`config.mk`:
```
export PLATFORM = sky130hd
export DESIGN_NAME = pcie_rp_irq_collector
export DESIGN_NICKNAME = d
export VERILOG_FILES = /design/src/rtl/pcie_irq_pkg.sv /design/src/rtl/irq_fifo.sv /design/src/rtl/irq_decode.sv /design/src/rtl/pcie_rp_irq_collector.sv
export SDC_FILE = /design/constraint.sdc
export NUM_CORES = 1
export LEC_CHECK = 0
export CAP_MARGIN = 40
export CORE_MARGIN = 2
export CORE_UTILIZATION = 41
export DETAILED_ROUTE_END_ITERATION = 10
export GPL_ROUTABILITY_DRIVEN = 0
export PLACE_DENSITY = 0.59
export SLEW_MARGIN = 10
export SYNTH_ARGS = -nofsm -noshare
export SYNTH_HDL_FRONTEND = slang
export SYNTH_SLANG_ARGS = --single-unit
```
`constraint.sdc`:
```
create_clock -name clk -period 4.85 [get_ports clk]
set_clock_uncertainty 0.15 [all_clocks]
set_input_delay 0.97 -clock clk [delete_from_list [all_inputs] [get_ports clk]]
set_output_delay 0.97 -clock clk [all_outputs]
set_load 0.005 [all_outputs]
```
`src/rtl/pcie_irq_pkg.sv`:
```
package pcie_irq_pkg;
  localparam int REG_AW = 12;

  localparam logic [REG_AW-1:0] OFS_DECODE  = 12'h138;
  localparam logic [REG_AW-1:0] OFS_MASK    = 12'h13C;
  localparam logic [REG_AW-1:0] OFS_MSIB_HI = 12'h14C;
  localparam logic [REG_AW-1:0] OFS_MSIB_LO = 12'h150;
  localparam logic [REG_AW-1:0] OFS_ERRQ    = 12'h154;
  localparam logic [REG_AW-1:0] OFS_MSGQ    = 12'h158;
  localparam logic [REG_AW-1:0] OFS_MSGDATA = 12'h15C;

  localparam int BIT_INTX = 16;
  localparam int BIT_MSI  = 17;
  localparam int BIT_CORR = 9;

  localparam logic [31:0] SRC_VALID   = 32'h1FF3_0FEF;
  localparam logic [31:0] PULSE_VALID = SRC_VALID & ~(32'h3 << BIT_INTX);

  typedef struct packed {
    logic        is_msi;
    logic        asrt;
    logic [1:0]  line;
    logic [10:0] addr;
    logic [15:0] data;
  } msg_rec_t;
endpackage

```
`src/rtl/irq_fifo.sv`:
```
module irq_fifo #(
  parameter int W     = 16,
  parameter int DEPTH = 8
) (
  input  logic         clk,
  input  logic         rst_n,
  input  logic         push,
  input  logic         pop,
  input  logic         ovf_clr,
  input  logic [W-1:0] din,
  output logic [W-1:0] head,
  output logic         empty,
  output logic         full,
  output logic         ovf
);
  localparam int PW = (DEPTH > 1) ? $clog2(DEPTH) : 1;
  localparam int CW = $clog2(DEPTH + 1);

  logic [W-1:0]  mem [DEPTH];
  logic [PW-1:0] rd_p, wr_p;
  logic [CW-1:0] cnt;
  logic          take, drop;

  assign empty = (cnt == '0);
  assign full  = (cnt == CW'(DEPTH));
  assign take  = push && !full;
  assign drop  = pop && !empty;
  assign head  = mem[rd_p];

  function automatic logic [PW-1:0] bump(input logic [PW-1:0] p);
    return (p == PW'(DEPTH - 1)) ? '0 : p + 1'b1;
  endfunction

  always_ff @(posedge clk) begin
    if (take) mem[wr_p] <= din;
  end

  always_ff @(posedge clk or negedge rst_n) begin
    if (!rst_n) begin
      rd_p <= '0;
      wr_p <= '0;
      cnt  <= '0;
      ovf  <= 1'b0;
    end else begin
      if (take) wr_p <= bump(wr_p);
      if (drop) rd_p <= bump(rd_p);
      cnt <= cnt + CW'(take) - CW'(drop);
      if (push && full) ovf <= 1'b1;
      else if (ovf_clr) ovf <= 1'b0;
    end
  end


  drop_when_full_chk: assert property (@(posedge clk) disable iff (!rst_n)
    (push && full && !pop) |=> ($stable(cnt) && ovf));


  pop_count_chk: assert property (@(posedge clk) disable iff (!rst_n)
    (pop && !empty && !push) |=> (cnt == $past(cnt) - 1'b1));


  push_count_chk: assert property (@(posedge clk) disable iff (!rst_n)
    (push && !full && !pop) |=> (cnt == $past(cnt) + 1'b1));
endmodule

```
`src/rtl/irq_decode.sv`:
```
module irq_decode #(
  parameter int          DW    = 32,
  parameter logic [DW-1:0] VALID = '1
) (
  input  logic          clk,
  input  logic          rst_n,
  input  logic [DW-1:0] set_vec,
  input  logic [DW-1:0] clr_vec,
  input  logic          mask_we,
  input  logic [DW-1:0] mask_din,
  output logic [DW-1:0] dec_q,
  output logic [DW-1:0] mask_q,
  output logic          irq
);
  always_ff @(posedge clk or negedge rst_n) begin
    if (!rst_n) begin
      dec_q  <= '0;
      mask_q <= '0;
    end else begin
      dec_q <= ((dec_q & ~clr_vec) | set_vec) & VALID;
      if (mask_we) mask_q <= mask_din & VALID;
    end
  end

  assign irq = |(dec_q & mask_q);


  w1c_clear_chk: assert property (@(posedge clk) disable iff (!rst_n)
    (|(clr_vec & ~set_vec)) |=> ((dec_q & $past(clr_vec & ~set_vec)) == '0));


  sticky_hold_chk: assert property (@(posedge clk) disable iff (!rst_n)
    (clr_vec == '0) |=> ((dec_q & $past(dec_q)) == $past(dec_q)));


  irq_rise_cause_chk: assert property (@(posedge clk) disable iff (!rst_n)
    $rose(irq) |-> $past(mask_we || (|set_vec)));
endmodule

```
`src/rtl/pcie_rp_irq_collector.sv`:
```
module pcie_rp_irq_collector
  import pcie_irq_pkg::*;
#(
  parameter int QDEPTH = 8
) (
  input  logic        clk,
  input  logic        rst_n,
  input  logic [31:0] ev_pulse,
  input  logic        err_valid,
  output logic        err_ready,
  input  logic [1:0]  err_kind,
  input  logic [15:0] err_req_id,
  input  logic        msg_valid,
  output logic        msg_ready,
  input  logic        msg_is_msi,
  input  logic        msg_assert,
  input  logic [1:0]  msg_line,
  input  logic [10:0] msg_addr,
  input  logic [15:0] msg_data,
  input  logic        reg_wr,
  input  logic        reg_rd,
  input  logic [11:0] reg_addr,
  input  logic [31:0] reg_wdata,
  output logic [31:0] reg_rdata,
  output logic        irq_o
);
  localparam int MSG_W   = $bits(msg_rec_t);
  localparam int NKIND   = 3;
  localparam int NBASE   = 2;

  logic [31:0]      dec_q, mask_q, set_vec, clr_vec, rd_mux;
  logic             mask_we;
  msg_rec_t         mq_in, mq_head;
  logic [MSG_W-1:0] mq_head_raw;
  logic             mq_push, mq_popw, mq_empty, mq_full, mq_ovf;
  logic [15:0]      eq_head;
  logic             eq_push, eq_popw, eq_empty, eq_full, eq_ovf;
  logic [NKIND-1:0] kind_hot;
  logic [31:0]      base_word [NBASE];

  assign msg_ready = rst_n;
  assign err_ready = rst_n;
  assign mq_push   = msg_valid && msg_ready;
  assign eq_push   = err_valid && err_ready;

  assign mq_popw = reg_wr && (reg_addr == OFS_MSGQ) && (reg_wdata == 32'hFFFF_FFFF);
  assign eq_popw = reg_wr && (reg_addr == OFS_ERRQ) && (reg_wdata == 32'hFFFF_FFFF);
  assign clr_vec = (reg_wr && (reg_addr == OFS_DECODE)) ? reg_wdata : '0;
  assign mask_we = reg_wr && (reg_addr == OFS_MASK);

  assign mq_in = '{is_msi: msg_is_msi, asrt: msg_assert, line: msg_line,
                   addr: msg_addr, data: msg_data};
  assign mq_head = msg_rec_t'(mq_head_raw);

  for (genvar k = 0; k < NKIND; k++) begin : g_kind
    assign kind_hot[k] = eq_push && (err_kind == 2'(k));
  end

  always_comb begin
    set_vec = ev_pulse & PULSE_VALID;
    set_vec[BIT_CORR +: NKIND] = set_vec[BIT_CORR +: NKIND] | kind_hot;
    if (mq_push)   set_vec[msg_is_msi ? BIT_MSI : BIT_INTX] = 1'b1;
    if (!mq_empty) set_vec[mq_head.is_msi ? BIT_MSI : BIT_INTX] = 1'b1;
  end

  irq_fifo #(.W(MSG_W), .DEPTH(QDEPTH)) u_msgq (
    .clk(clk), .rst_n(rst_n), .push(mq_push), .pop(mq_popw), .ovf_clr(mq_popw),
    .din(mq_in), .head(mq_head_raw), .empty(mq_empty), .full(mq_full), .ovf(mq_ovf)
  );

  irq_fifo #(.W(16), .DEPTH(QDEPTH)) u_errq (
    .clk(clk), .rst_n(rst_n), .push(eq_push), .pop(eq_popw), .ovf_clr(eq_popw),
    .din(err_req_id), .head(eq_head), .empty(eq_empty), .full(eq_full), .ovf(eq_ovf)
  );

  irq_decode #(.DW(32), .VALID(SRC_VALID)) u_dec (
    .clk(clk), .rst_n(rst_n), .set_vec(set_vec), .clr_vec(clr_vec),
    .mask_we(mask_we), .mask_din(reg_wdata), .dec_q(dec_q), .mask_q(mask_q),
    .irq(irq_o)
  );

  for (genvar b = 0; b < NBASE; b++) begin : g_base
    localparam logic [11:0] OFS = (b == 0) ? OFS_MSIB_HI : OFS_MSIB_LO;
    logic [31:0] q;
    always_ff @(posedge clk or negedge rst_n) begin
      if (!rst_n) q <= '0;
      else if (reg_wr && (reg_addr == OFS)) q <= reg_wdata;
    end
    assign base_word[b] = q;
  end

  always_comb begin
    case (reg_addr)
      OFS_DECODE:  rd_mux = dec_q;
      OFS_MASK:    rd_mux = mask_q;
      OFS_MSIB_HI: rd_mux = base_word[0];
      OFS_MSIB_LO: rd_mux = base_word[1];
      OFS_ERRQ:    rd_mux = {12'b0, eq_ovf, !eq_empty, 2'b0,
                             eq_empty ? 16'h0 : eq_head};
      OFS_MSGQ:    rd_mux = mq_empty ? {16'b0, mq_ovf, 15'b0}
                          : {1'b1, mq_head.is_msi, mq_head.asrt, mq_head.line,
                             mq_head.addr, mq_ovf, 15'b0};
      OFS_MSGDATA: rd_mux = {16'b0, mq_empty ? 16'h0 : mq_head.data};
      default:     rd_mux = '0;
    endcase
  end

  assign reg_rdata = reg_rd ? rd_mux : '0;


  intx_hold_chk: assert property (@(posedge clk) disable iff (!rst_n)
    (!mq_empty && !mq_head.is_msi) |=> dec_q[BIT_INTX]);


  msi_hold_chk: assert property (@(posedge clk) disable iff (!rst_n)
    (!mq_empty && mq_head.is_msi) |=> dec_q[BIT_MSI]);


  fatal_flag_chk: assert property (@(posedge clk) disable iff (!rst_n)
    (eq_push && (err_kind == 2'd2)) |=> dec_q[BIT_CORR + 2]);


  empty_head_chk: assert property (@(posedge clk) disable iff (!rst_n)
    (reg_rd && (reg_addr == OFS_MSGQ) && mq_empty) |-> !reg_rdata[31]);
endmodule

```
Word-level counts from Yosys, hierarchy flattened
Memories as Yosys holds them, arrays and structs flattened.
Cells that the tools add are included.

cells by class
  add/subtract/negate cells = 8
  $lt $le $gt $ge = 4
  equal/unequal tests = 16
  mux-type cells = 26
  bitwise operators = 7
  reduce and logical (&&, ||, !) cells = 31

operator list
  operator                                             count
  case mux 32 bit (7 select lines)                     1
  two-way mux 29 bit                                   3
  bitwise OR 29 bit                                    3
  == test 12 x 9 -> 1 bit, second input constant       7
  two-way mux 32 bit                                   2
  AND 29 bit                                           2
  == test 32 bit, second input constant                1
  two-way mux 16 bit                                   2
  OR reduction 32 bit                                  1
  NOT 29 bit                                           1
  logical AND 1 bit                                    21
  adder 3 x 1 -> 3 bit, second input constant          4
  == test 3 bit, second input constant                 4
  < comparator 5 x 6 -> 1 bit, second input constant   2
  two-way mux 1 bit                                    12
  two-way mux 3 bit                                    4
  demux 1 bit (select 5 bit)                           2
  >= comparator 5 x 1 -> 1 bit, second input constant  2
  adder 4 x 1 -> 4 bit                                 2
  == test 4 bit, second input constant                 2
  logical NOT 4 bit                                    2
  subtractor 4 x 1 -> 4 bit                            2
  logical NOT 1 bit                                    4
  nonzero test 2 bit                                   2
  4 further kinds                                      4

storage, ports and cells
  register bits after elaboration = 130
  memory bits (writable) = 376
  bits of input ports = 131
  output and inout bits = 35
  logic and storage cells = 106
  memories kept = 2

memories
  memory      depth  width  read ports  clocked after memory_dff  write ports  line            source
  u_msgq.mem  8      31     1           0                         1            irq_fifo.sv:19  logic [W-1:0] mem [DEPTH];
  u_errq.mem  8      16     1           0                         1            irq_fifo.sv:19

Depth between registers and ports, before layout
Gate-level depths: netlist of run 1.

  word-level depth = 10
  depth in mapped cells = 11

Modules after synthesis
From an unflattened synthesis of run 1, not the netlist that was laid out.

second synthesis, totals
  cells, all modules = 1263
  area, all modules = 22101.2 µm²

by module, submodules not included
  module                 times used  cells each  area an instance (µm²)  sequential area each (µm²)
  irq_fifo (u_msgq)      1           422         10114.7                 7722.4
  irq_fifo (u_errq)      1           249         5601.6                  4119.0
  pcie_rp_irq_collector  1           446         4491.8                  1601.5
  irq_decode             1           146         1893.1                  1101.1

Worst setup path after synthesis of run 1
No wires, ideal clock.

  path type = in2reg
  from = in msg_valid
  to = mem u_msgq.mem[0][0] in the netlist's numbering (enable)
  data arrival time = 4191 ps
  data required time = 4202 ps
  path slack = 11 ps
  stages on the path = 2
  path buffers = 0
  cells stage by stage = nand3_1 > nor4_1

between the ends
  cells in the longest elaborated chain, start to end = 4

RTL lines
  item                                     line                         source
  from (decl)                              pcie_rp_irq_collector.sv:13  input logic msg_valid,
  logical AND 1 bit                        pcie_rp_irq_collector.sv:43  assign mq_push = msg_valid && msg_ready;
  logical AND 1 bit                        irq_fifo.sv:26               assign take = push && !full;
  two-way mux 1 bit                        irq_fifo.sv:35               if (take) mem[wr_p] <= din;
  two-way mux 1 bit (not written as such)  irq_fifo.sv:35
  to (decl)                                irq_fifo.sv:19

No other way between the ends.

Worst setup path in the final report of run 1
  from = in reg_addr[0]
  to = out reg_rdata[5]

between the ends
  cells in the longest elaborated chain, start to end = 3

RTL lines
  item                                  line                          source
  from (decl)                           pcie_rp_irq_collector.sv:22   input logic [11:0] reg_addr,
  == test 12 x 9 -> 1 bit               pcie_rp_irq_collector.sv:93   case (reg_addr)
  case mux 32 bit (7 select lines) (*)  pcie_rp_irq_collector.sv:93
  two-way mux 32 bit (*)                pcie_rp_irq_collector.sv:108  assign reg_rdata = reg_rd ? rd_mux : '0;
  to (decl)                             pcie_rp_irq_collector.sv:24   output logic [31:0] reg_rdata,

Mark *: on every way between the ends. The rest lies on a longest branch, timed or not.

==> run summary, run 1 <==
• 25.69% — share of async-settable or async-resettable flops after synthesis
• 11980 — Via Count
• 21150 sq um — Cell Area, Synth
• 0 — drt drc
• clkdlybuf4s50_1, or4b_1, buf_4, buf_4, or4b_1, o32ai_1, a221oi_2, a21oi_2, clkdlybuf4s50_1 — worst path cell trace
• 2 — maximum level of the CTS H-tree
• 24.35 um — DR WL/cell
• 9 — number of logic stages on the critical path including buffering
• 12310 — via count of the first global-routing pass
• 376 — EDFF count, synth
• 53 — Inserted Clock Buffers
• 1.77 ns — reg-to-reg slack, setup
• 208.6 MHz — maximum operating frequency
• sky130_fd_sc_hd__edfxtp_1 — most used flip-flop cell after synthesis
• 153 — count of input and output buffers
• 0 — final setup violating endpoints
• in2async — type of the tightest min-delay check
• primary input — Critical Path Source Type
• 3.73 ns — data required time of the worst path
• 51200 sq um — area of the core
• 1591 — Layout Nets
• 0.2309 mV — Peak VDD IR
• 1358 — net count after synthesis
• finished, final reports clean — outcome
• 78230 um — first-pass GRT wire length
• 9.296 nW — Pleak
• 50.42% — max-slew headroom at the worst pin
• sky130_fd_sc_hd__edfxtp_1 (53%), sky130_fd_sc_hd__dfrtp_1 (15%), sky130_fd_sc_hd__mux4_2 (8.8%), sky130_fd_sc_hd__mux2_2 (8.0%), sky130_fd_sc_hd__ha_1 (1.2%) — leading post-synthesis cells by cell area
• 0.7436 ns — slew at the pin closest to its max-slew limit
• 0 — final max-slew violation count
• 50.87% — final standard cell utilization of the core
• 231.1 um — die span in y
• in2out — Setup Crit Path Kind
• sky130_fd_sc_hd__clkbuf_16 — clock tree root driver cell
• 166 — I/O pin total
• sky130_fd_sc_hd__edfxtp_1 (376), sky130_fd_sc_hd__mux2_2 (151), sky130_fd_sc_hd__dfrtp_1 (130), sky130_fd_sc_hd__mux4_2 (83), sky130_fd_sc_hd__nand2_1 (61) — most frequent cells after synthesis
• 4 — total buffers and inverters traversed by the critical path
• 0.60 ns — source-to-sink clock delay at the later pin of the worst-skew pair
• yes — TritonCTS clock tree
• 5.544 — vias per inst
• 23.17% — P&R area growth vs syn
• 0.51 ns — slowest cell delay on critical path
• sky130_fd_sc_hd__clkdlybuf4s50_1 — Slowest cell on crit path
• 52590 um — overall routed net length
• 53410 sq um — full die area
• 57 — unique cell type count in the Yosys netlist
• 98.83% — final worst path period share
• 19.64% — gr usage total
• 4181 — FILL cells
• 61 — maximum number of pins on one net before global-route repair
• 3 — number of antenna violations at the first check in global routing
• 0 — total of max-cap violations
• 41.30% — effective utilization at floorplan
• 3 — Max Root-Sink Buffers
• buffers and inverters — kind of cell adding the most delay to the critical path
• 953 — count of routing violations after the opening detailed-route iteration
• 0 — count of inserted antenna diode cells
• 506 — clock sink count
• 382.8 nW/um^2 — power density over the cells
• 5 — DRT Pass-1 Iters
• 0 — residual overflow from global routing
• 231.1 um — Die Wd
• 0 — hold buffer count at cts
• primary output — category of the worst setup path capture point
• 1205 — synthesized netlist cell count
• 3.67 ns — Arr. time, crit path
• 0 ns — Setup Total Neg Slack
• 13 — cells on worst reg2reg path
• 31.22% — fraction of layout instances using a drive strength above 1
• 53.40% — area share of the largest cell type after synthesis
• 0 — final hold vios
• 506 — post-synthesis sequential element count
• 0.06 ns — register clock-pin slew on the reported worst setup and hold paths
• 83 — number of cell rows
• 68.78% — portion of the post-synthesis area used by sequential elements
• 4.793 ns — Period minus WS final
• sky130_fd_sc_hd__edfxtp_1 — most common cell in the netlist
• 34580 um — total half-perimeter wirelength after legalization and detailed placement
• 17.55 sq um — mean cell area of the mapped netlist
• 0 — Detail Route Antenna Nets
• 7 — CP Max Fanout
• sky130_fd_sc_hd__edfxtp_1 — post-synthesis cell type with the largest combined area
• 0 — number of warning messages in the yosys log
• yes — unrepaired setup endpoints after global routing
worst register-to-register path, cell delays in order, from the launching register on:
cell	delay (ns)
sky130_fd_sc_hd__dfrtp_1	0.33
sky130_fd_sc_hd__inv_1	0.07
sky130_fd_sc_hd__ha_1	0.19
sky130_fd_sc_hd__nand2_1	0.29
sky130_fd_sc_hd__nand3_2	0.15
sky130_fd_sc_hd__buf_4	0.15
sky130_fd_sc_hd__buf_4	0.14
sky130_fd_sc_hd__nor2_1	0.35
sky130_fd_sc_hd__ha_1	0.31
sky130_fd_sc_hd__inv_1	0.06
sky130_fd_sc_hd__ha_1	0.16
sky130_fd_sc_hd__inv_1	0.06
sky130_fd_sc_hd__fa_1	0.40
sky130_fd_sc_hd__xnor2_1	0.14
flip-flops by register name (all words and copies together) (netlist names), 4 cells and up:
| register | count |
|---|---|
| u_errq.mem | 128 |
| u_errq.cnt | 4 |
| u_msgq.cnt | 4 |
| u_dec.mask_q | 22 |
| g_base.q | 64 |
| u_dec.dec_q | 22 |
| u_msgq.mem | 248 |
timing repair:
item / in CTS / in global routing
buffers inserted: 1 / 5
hold endpoints to repair: 0 / 0
pin swaps: 11 / 11
gates cloned: 0 / 1
gates resized for setup: 31 / 24
endpoints found under the setup margin: 26 / 20
cell type report:
cell class                 instances  area, sq um  area share [%]
clock buffer                      74         1436           5.515
clock inverter                    23        274.0           1.052
inverter                          18        67.56          0.2594
multi-input combinational        607         6372           24.47
sequential                       506        14550           55.87
tap                              680        850.8           3.267
timing repair buffer             252         2494           9.574
layout by cell type, fill, tap and decap left out, types with 5 or more instances in the layout:
cell / count
sky130_fd_sc_hd__a21o_1: 23
sky130_fd_sc_hd__a21oi_1: 20
sky130_fd_sc_hd__a21oi_2: 10
sky130_fd_sc_hd__a221oi_1: 12
sky130_fd_sc_hd__a222oi_1: 18
sky130_fd_sc_hd__a22o_1: 13
sky130_fd_sc_hd__a22oi_1: 7
sky130_fd_sc_hd__buf_12: 12
sky130_fd_sc_hd__buf_4: 80
sky130_fd_sc_hd__buf_6: 7
sky130_fd_sc_hd__bufinv_16: 5
sky130_fd_sc_hd__clkbuf_1: 19
sky130_fd_sc_hd__clkbuf_16: 54
sky130_fd_sc_hd__clkdlybuf4s50_1: 127
sky130_fd_sc_hd__clkinv_1: 6
sky130_fd_sc_hd__clkinv_2: 6
sky130_fd_sc_hd__dfrtp_1: 127
sky130_fd_sc_hd__dlygate4sd2_1: 8
sky130_fd_sc_hd__dlymetal6s2s_1: 16
sky130_fd_sc_hd__edfxtp_1: 376
sky130_fd_sc_hd__ha_1: 20
sky130_fd_sc_hd__inv_1: 18
sky130_fd_sc_hd__mux2_1: 6
sky130_fd_sc_hd__mux2_2: 151
sky130_fd_sc_hd__mux4_2: 83
sky130_fd_sc_hd__nand2_1: 61
sky130_fd_sc_hd__nand2b_1: 11
sky130_fd_sc_hd__nand3_1: 18
sky130_fd_sc_hd__nand4_1: 8
sky130_fd_sc_hd__nor2_1: 29
sky130_fd_sc_hd__nor3_2: 8
sky130_fd_sc_hd__o22ai_1: 13
sky130_fd_sc_hd__o32ai_1: 11
sky130_fd_sc_hd__or3_1: 7
sky130_fd_sc_hd__or4b_1: 9
logic make-up after synthesis:
logic type,Yosys count,synth area share [%]
DFF,506,68.78
muxes,240,17.20
and+or+nand+nor,197,5.255
AOI/OAI and AO/OA,144,5.172
buffers and inverters,92,2.053
adders and majority gates,22,1.373
xor gates and xnor gates,4,0.1657
layer usage:
layer / part of all wire, % / GRT usage (%) / wire length, um
met5: 0.074 / 0 / 39
met4: 2.2 / 5.625 / 1156
met2: 49 / 32.28 / 25700
met3: 5.3 / 3.445 / 2776
met1: 44 / 26.93 / 22920
worst paths after layout:
| check | startpoint | endpoint |
|---|---|---|
| worst max-delay path | reg_addr[0] | reg_rdata[5] |
| worst min-delay path | rst_n | g_base[0].q[21]$_DFFE_PN0P_ |
| worst max register to register | u_errq.cnt[2]$_DFF_PN0_ | u_errq.cnt[2]$_DFF_PN0_ |
| worst min register to register | g_base[1].q[31]$_DFFE_PN0P_ | g_base[1].q[31]$_DFFE_PN0P_ |
| max in group asynchronous | rst_n | u_msgq.rd_p[0]$_DFFE_PN0P_ |
| min in group clk | g_base[1].q[31]$_DFFE_PN0P_ | g_base[1].q[31]$_DFFE_PN0P_ |
power breakdown:
| part | switching, W | internal (W) | total (W) |
|---|---|---|---|
| combinational | 0.000516 | 0.000365 | 0.000882 |
| clock | 0.00166 | 0.00234 | 0.00400 |
| sequential | 0.000123 | 0.00496 | 0.00509 |
metrics by stage:
stage          std cells  area (sq um)  hold slack, ns  setup WS (ns)  total power, W
6_report            2160         26050         0.05133        0.05657        0.009970
5_1_grt             2160         26050         0.03206       -0.07320         0.01034
4_1_cts             2154         25920         0.02830       -0.02198         0.01007
3_5_place_dp        2056         24120          0.3322        -0.1602        0.006065
3_3_place_gp        2055         24090          0.3240        -0.1532        0.006024
2_1_floorplan       1205         21150          0.3092        0.01112        0.005589
Power figures use the tool's default switching activity.
==> run 2, diff against run 1 <==
--- a/config.mk
+++ b/config.mk
@@ -5,7 +5,7 @@
 export SDC_FILE = /design/constraint.sdc
 export NUM_CORES = 1
 export LEC_CHECK = 0
-export CAP_MARGIN = 40
+export CAP_MARGIN = 0
 export CORE_MARGIN = 2
 export CORE_UTILIZATION = 41
 export DETAILED_ROUTE_END_ITERATION = 10
==> run summary, run 2 (synthesis gave the netlist of run 1 again) <==
• 34.56% — max-slew headroom at the worst pin
• 24.43 um — DR WL/cell
• 9.277 nW — Pleak
• 74 — maximum number of pins on one net before global-route repair
• 231.1 um — Die Wd
• 153 — count of input and output buffers
• 4.823 ns — Period minus WS final
• buffers and inverters — kind of cell adding the most delay to the critical path
• 83 — number of cell rows
• yes — TritonCTS clock tree
• 385.7 nW/um^2 — power density over the cells
• 0 — final max-slew violation count
• 506 — clock sink count
• 0.60 ns — source-to-sink clock delay at the later pin of the worst-skew pair
• u_msgq.mem (248), u_errq.mem (128), g_base.q (64) — largest registers
• 3.70 ns — Arr. time, crit path
• 52 — Inserted Clock Buffers
• 977 — count of routing violations after the opening detailed-route iteration
• 41.0% — Clock power frac
• 34500 um — total half-perimeter wirelength after legalization and detailed placement
• 3 — Max Root-Sink Buffers
• sky130_fd_sc_hd__clkbuf_16 — clock tree root driver cell
• 53410 sq um — full die area
• 26210 sq um — post-route design area
• 231.1 um — die span in y
• clkdlybuf4s50_1, or4b_4, or2_4, nor4_4, buf_6, clkbuf_16, a222oi_1, a21oi_1, clkdlybuf4s50_1 — worst path cell trace
• yes — unrepaired setup endpoints after global routing
• 0.002328 W — switching power of the nets
• sky130_fd_sc_hd__edfxtp_1 (376), sky130_fd_sc_hd__mux2_2 (151), sky130_fd_sc_hd__clkdlybuf4s50_1 (134), sky130_fd_sc_hd__dfrtp_1 (127), sky130_fd_sc_hd__mux4_2 (83) — most frequent cells in the layout
• 2 — maximum level of the CTS H-tree
• 0 — total of max-cap violations
• 19.77% — gr usage total
• 0 — drt drc
• 207.3 MHz — maximum operating frequency
• sky130_fd_sc_hd__or4b_4 — Slowest cell on crit path
• 52880 um — overall routed net length
• 32.23% — fraction of layout instances using a drive strength above 1
• 51200 sq um — area of the core
• sky130_fd_sc_hd__edfxtp_1 — leading cell type in the layout, fill and taps excluded
• 0.2511 mV — Peak VDD IR
• 11930 — Via Count
• 0 — final setup violating endpoints
• 3.73 ns — data required time of the worst path
• 8.7% — combinational share of power
• in2out — Setup Crit Path Kind
• 0.06 ns — register clock-pin slew on the reported worst setup and hold paths
• 3 — number of antenna violations at the first check in global routing
• 5.511 — vias per inst
• 0.01011 W — Design Power
• u_msgq.mem — register bank with the most flops
• in2async — type of the tightest min-delay check
• 0.007783 W — internal portion of total power
• 6 — DRT Pass-1 Iters
• 50.3% — Sequential Power Share
• 0 — Detail Route Antenna Nets
• 5 — CP Max Fanout
• primary output — category of the worst setup path capture point
• primary input — Critical Path Source Type
• 0.9816 ns — slew at the pin closest to its max-slew limit
• finished, final reports clean — outcome
• sky130_fd_sc_hd__clkdlybuf4s50_1 — cell with the most instances on the worst path
• 0 — final hold vios
• 0 — residual overflow from global routing
• 78460 um — first-pass GRT wire length
• 12280 — via count of the first global-routing pass
• 23.96% — P&R area growth vs syn
• 99.45% — final worst path period share
• 1593 — Layout Nets
• 23.02% — Net Sw Frac
• 0.57 ns — slowest cell delay on critical path
• 166 — I/O pin total
• 4 — total buffers and inverters traversed by the critical path
• 41.30% — effective utilization at floorplan
• 24090 sq um — Area after DPL
• 248 — max FFs per register
-- run 2: changes by cell type in the layout (fill, tap and decap cells not counted), moves of 3 or more --
cell                              change
sky130_fd_sc_hd__clkinv_1             +3
sky130_fd_sc_hd__clkbuf_8             +4
sky130_fd_sc_hd__clkbuf_1            -11
sky130_fd_sc_hd__dlymetal6s2s_1       -4
sky130_fd_sc_hd__dlygate4sd2_1        -3
sky130_fd_sc_hd__clkinv_2             +3
sky130_fd_sc_hd__clkdlybuf4s50_1      +7
-- run 2: power by group through the flow --
stage          registers (W)  logic, W  clock network, W
6_report             0.00508  0.000880           0.00415
5_1_grt              0.00511  0.000973           0.00440
4_1_cts              0.00508  0.000894           0.00423
3_5_place_dp         0.00517  0.000888                 0
3_3_place_gp         0.00515  0.000871                 0
2_1_floorplan        0.00514  0.000450                 0
-- run 2: metrics by stage --
step	cells	hold slack (ns)	worst slack [ns]	utilization [%]	TNS [ns]
floorplan	1205	0.3092	0.01112	-	0
global placement	2055	0.3240	-0.1532	47.05	-1.171
detailed placement	2055	0.3284	-0.1639	47.05	-1.663
CTS	2154	0.01731	-0.02573	50.79	-0.04001
global route	2163	0.01663	-0.05616	51.19	-0.06973
finish	2164	0.04051	0.02665	51.20	0
-- run 2: worst reg2reg max path, stage by stage (launching register included) --
cell,delay (ns)
sky130_fd_sc_hd__dfrtp_1,0.33
sky130_fd_sc_hd__inv_1,0.07
sky130_fd_sc_hd__ha_1,0.20
sky130_fd_sc_hd__nand2_1,0.30
sky130_fd_sc_hd__nand3_2,0.17
sky130_fd_sc_hd__buf_4,0.16
sky130_fd_sc_hd__buf_4,0.14
sky130_fd_sc_hd__nor2_1,0.33
sky130_fd_sc_hd__ha_1,0.30
sky130_fd_sc_hd__inv_1,0.06
sky130_fd_sc_hd__ha_1,0.16
sky130_fd_sc_hd__inv_1,0.06
sky130_fd_sc_hd__fa_1,0.40
sky130_fd_sc_hd__xnor2_1,0.14
-- run 2: layout make-up --
type / count / area (sq um)
fillers: 4185 / 24990
flip-flops and latches: 506 / 14550
multi-input cells: 607 / 6414
repair buffers: 255 / 2535
clock buffers: 66 / 1425
well taps: 680 / 850.8
clock inverters: 31 / 364.1
inverters: 18 / 67.56
diodes: 1 / 2.502
-- run 2: worst paths after layout --
kind,startpoint,to,slack [ns],cells after the start
worst max-delay path,reg_addr[11],reg_rdata[17],0.03,9
worst min-delay path,rst_n,g_base[0].q[21]$_DFFE_PN0P_,0.04,1
worst max register to register,u_errq.cnt[2]$_DFF_PN0_,u_errq.cnt[2]$_DFF_PN0_,1.76,13
worst min register to register,g_base[1].q[31]$_DFFE_PN0P_,g_base[1].q[31]$_DFFE_PN0P_,0.34,1
max in group asynchronous,rst_n,u_errq.rd_p[1]$_DFFE_PN0P_,3.30,2
min in group clk,g_base[1].q[31]$_DFFE_PN0P_,g_base[1].q[31]$_DFFE_PN0P_,0.34,1
-- run 2: what timing repair did --
item | CTS | global route
endpoints found under the setup margin | 28 | 24
pin swaps | 10 | 15
hold buffers | 0 | 0
resized for setup | 31 | 27
buffers inserted | 2 | 7
gates cloned | 0 | 2
-- run 2: routing by layer --
metal / vias to the layer above / wire, um / GRT usage [%]
li1: 5311 / - / -
met1: 6211 / 23020 / 27.02
met2: 324 / 25530 / 32.21
met3: 75 / 3000 / 4.158
met4: 4 / 1304 / 5.403
met5: - / 20 / 0
==> run 3, diff against run 2 <==
--- a/config.mk
+++ b/config.mk
@@ -6,7 +6,6 @@
 export NUM_CORES = 1
 export LEC_CHECK = 0
 export CAP_MARGIN = 0
-export CORE_MARGIN = 2
 export CORE_UTILIZATION = 41
 export DETAILED_ROUTE_END_ITERATION = 10
 export GPL_ROUTABILITY_DRIVEN = 0
==> constraint.sdc (replaced) <==
create_clock -name clk -period 5 [get_ports clk]
set_clock_uncertainty 0.15 [all_clocks]
set_input_delay 1 -clock clk [delete_from_list [all_inputs] [get_ports clk]]
set_output_delay 1 -clock clk [all_outputs]
set_load 0.005 [all_outputs]
==> run summary, run 3 (synthesis gave the netlist of run 1 again) <==
• 0 — residual overflow from global routing
• in2out — Setup Crit Path Kind
• 50.6% — Sequential Power Share
• 82 — number of cell rows
• 9.031 nW — Pleak
• 5.564 — vias per inst
• primary input — Critical Path Source Type
• 52490 sq um — full die area
• 0 — final hold vios
• 51.37% — final standard cell utilization of the core
• 31.37% — fraction of layout instances using a drive strength above 1
• 1584 — Layout Nets
• 0.06 ns — register clock-pin slew on the reported worst setup and hold paths
• 229.1 um — die span in y
• u_msgq.cnt[2]$_DFF_PN0_ — worst reg2reg startpoint
• 0.05852 ns — Hold Slack
• primary output — category of the worst setup path capture point
• 40.8% — Clock power frac
• sky130_fd_sc_hd__edfxtp_1 — leading cell type in the layout, fill and taps excluded
• 22.63% — P&R area growth vs syn
• 23.33% — Net Sw Frac
• 0 — drt drc
• 0 — final max-slew violation count
• 248 — max FFs per register
• 0 — count of inserted antenna diode cells
• 2 — number of antenna violations at the first check in global routing
• 0.2644 mV — Peak VDD IR
• finished, final reports clean — outcome
• 3 — Max Root-Sink Buffers
• yes — TritonCTS clock tree
• 0 ns — Setup Total Neg Slack
• 3.82 ns — Arr. time, crit path
• 24.41 um — DR WL/cell
• 0 — final setup violating endpoints
• sky130_fd_sc_hd__edfxtp_1 (376), sky130_fd_sc_hd__mux2_2 (151), sky130_fd_sc_hd__clkdlybuf4s50_1 (142), sky130_fd_sc_hd__dfrtp_1 (127), sky130_fd_sc_hd__mux4_2 (83) — most frequent cells in the layout
• 937 — count of routing violations after the opening detailed-route iteration
• in2async — type of the tightest min-delay check
• 41.89% — effective utilization at floorplan
• 0.002273 W — switching power of the nets
• sky130_fd_sc_hd__clkbuf_16 — clock tree root driver cell
• 153 — count of input and output buffers
• 1.001 ns — slew at the pin closest to its max-slew limit
• 34150 um — total half-perimeter wirelength after legalization and detailed placement
• 99.35% — final worst path period share
• 12370 — via count of the first global-routing pass
• 506 — clock sink count
• reg_addr[10] — crit path launch
• 16 — CP Max Fanout
• 52440 um — overall routed net length
• 3.85 ns — data required time of the worst path
• 0.007470 W — internal portion of total power
• 6 — DRT Pass-1 Iters
• 201.3 MHz — maximum operating frequency
• 229.1 um — Die Wd
• 11950 — Via Count
• 375.7 nW/um^2 — power density over the cells
• 79180 um — first-pass GRT wire length
• 0.60 ns — source-to-sink clock delay at the later pin of the worst-skew pair
• u_msgq.mem (248), u_errq.mem (128), g_base.q (64) — largest registers
• 33.29% — max-slew headroom at the worst pin
• 78 — maximum number of pins on one net before global-route repair
• 2 — maximum level of the CTS H-tree
• 50480 sq um — area of the core
• 166 — I/O pin total
• 55 — Inserted Clock Buffers
• 0 — Detail Route Antenna Nets
• yes — unrepaired setup endpoints after global routing
• 0 — total of max-cap violations
• 4.968 ns — Period minus WS final
• 8.6% — combinational share of power
• u_msgq.mem — register bank with the most flops
• 20.16% — gr usage total
-- run 3: worst paths after layout --
| check | to | cells after the start | slack (ns) |
|---|---|---|---|
| worst min register to register | g_base[1].q[31]$_DFFE_PN0P_ | 1 | 0.34 |
| min in group clk | g_base[1].q[31]$_DFFE_PN0P_ | 1 | 0.34 |
| worst max-delay path | reg_rdata[4] | 9 | 0.03 |
| worst max register to register | u_msgq.mem[7][2]$_DFFE_PP_ | 8 | 2.10 |
| worst min-delay path | u_dec.dec_q[22]$_DFF_PN0_ | 1 | 0.06 |
| max in group asynchronous | u_dec.dec_q[5]$_DFF_PN0_ | 2 | 3.41 |
-- run 3: area by class of cell --
| type | count | area (sq um) |
|---|---|---|
| clock buffers | 66 | 1438 |
| clock inverters | 36 | 331.6 |
| fillers | 4198 | 24550 |
| inverters | 18 | 67.56 |
| multi-input cells | 607 | 6366 |
| flip-flops and latches | 506 | 14550 |
| well taps | 672 | 840.8 |
| repair buffers | 243 | 2337 |
-- run 3: what timing repair did --
action                                  4_1_cts  5_1_grt
gates cloned                                  0        1
resized for setup                            17       23
buffers inserted                              1        5
endpoints found under the hold margin         0        0
hold buffers                                  0        0
pin swaps                                    11       11
endpoints found under the setup margin       16       21
-- run 3: layer usage --
layer,vias up,GRT usage (%),wire [um]
met4,4,5.042,1069
met1,6247,28.49,23440
met2,332,32.36,25240
li1,5305,-,-
met3,64,3.586,2675
met5,-,0,22
-- run 3: critical path, cell delays in order --
cell and delay, ns:
sky130_fd_sc_hd__clkdlybuf4s50_1 0.39, sky130_fd_sc_hd__or4b_4 0.59, sky130_fd_sc_hd__or2_4 0.28, sky130_fd_sc_hd__buf_4 0.18, sky130_fd_sc_hd__nand4b_1 0.25, sky130_fd_sc_hd__buf_4 0.28, sky130_fd_sc_hd__a21oi_1 0.17, sky130_fd_sc_hd__buf_4 0.15
sky130_fd_sc_hd__clkdlybuf4s50_1 0.50
-- run 3: power groups by stage --
| stage | Clock [W] | Sequential (W) | Combinational [W] |
|---|---|---|---|
| 2_1_floorplan | 0 | 0.00498 | 0.000437 |
| 3_3_place_gp | 0 | 0.00500 | 0.000836 |
| 3_5_place_dp | 0 | 0.00501 | 0.000850 |
| 4_1_cts | 0.00406 | 0.00493 | 0.000857 |
| 5_1_grt | 0.00421 | 0.00496 | 0.000934 |
| 6_report | 0.00397 | 0.00493 | 0.000841 |
-- run 3: per-stage QoR --
step                      setup WS (ns)  instance area (sq um)  std cells  power (W)
after floorplan                  0.1311                  21150       1205   0.005421
after global placement          -0.1053                  23960       2039   0.005833
after detailed placement        -0.1262                  23960       2039   0.005864
after CTS                     -0.001352                  25780       2142   0.009848
after global routing           -0.02533                  25930       2148    0.01010
final                           0.03235                  25930       2148   0.009743
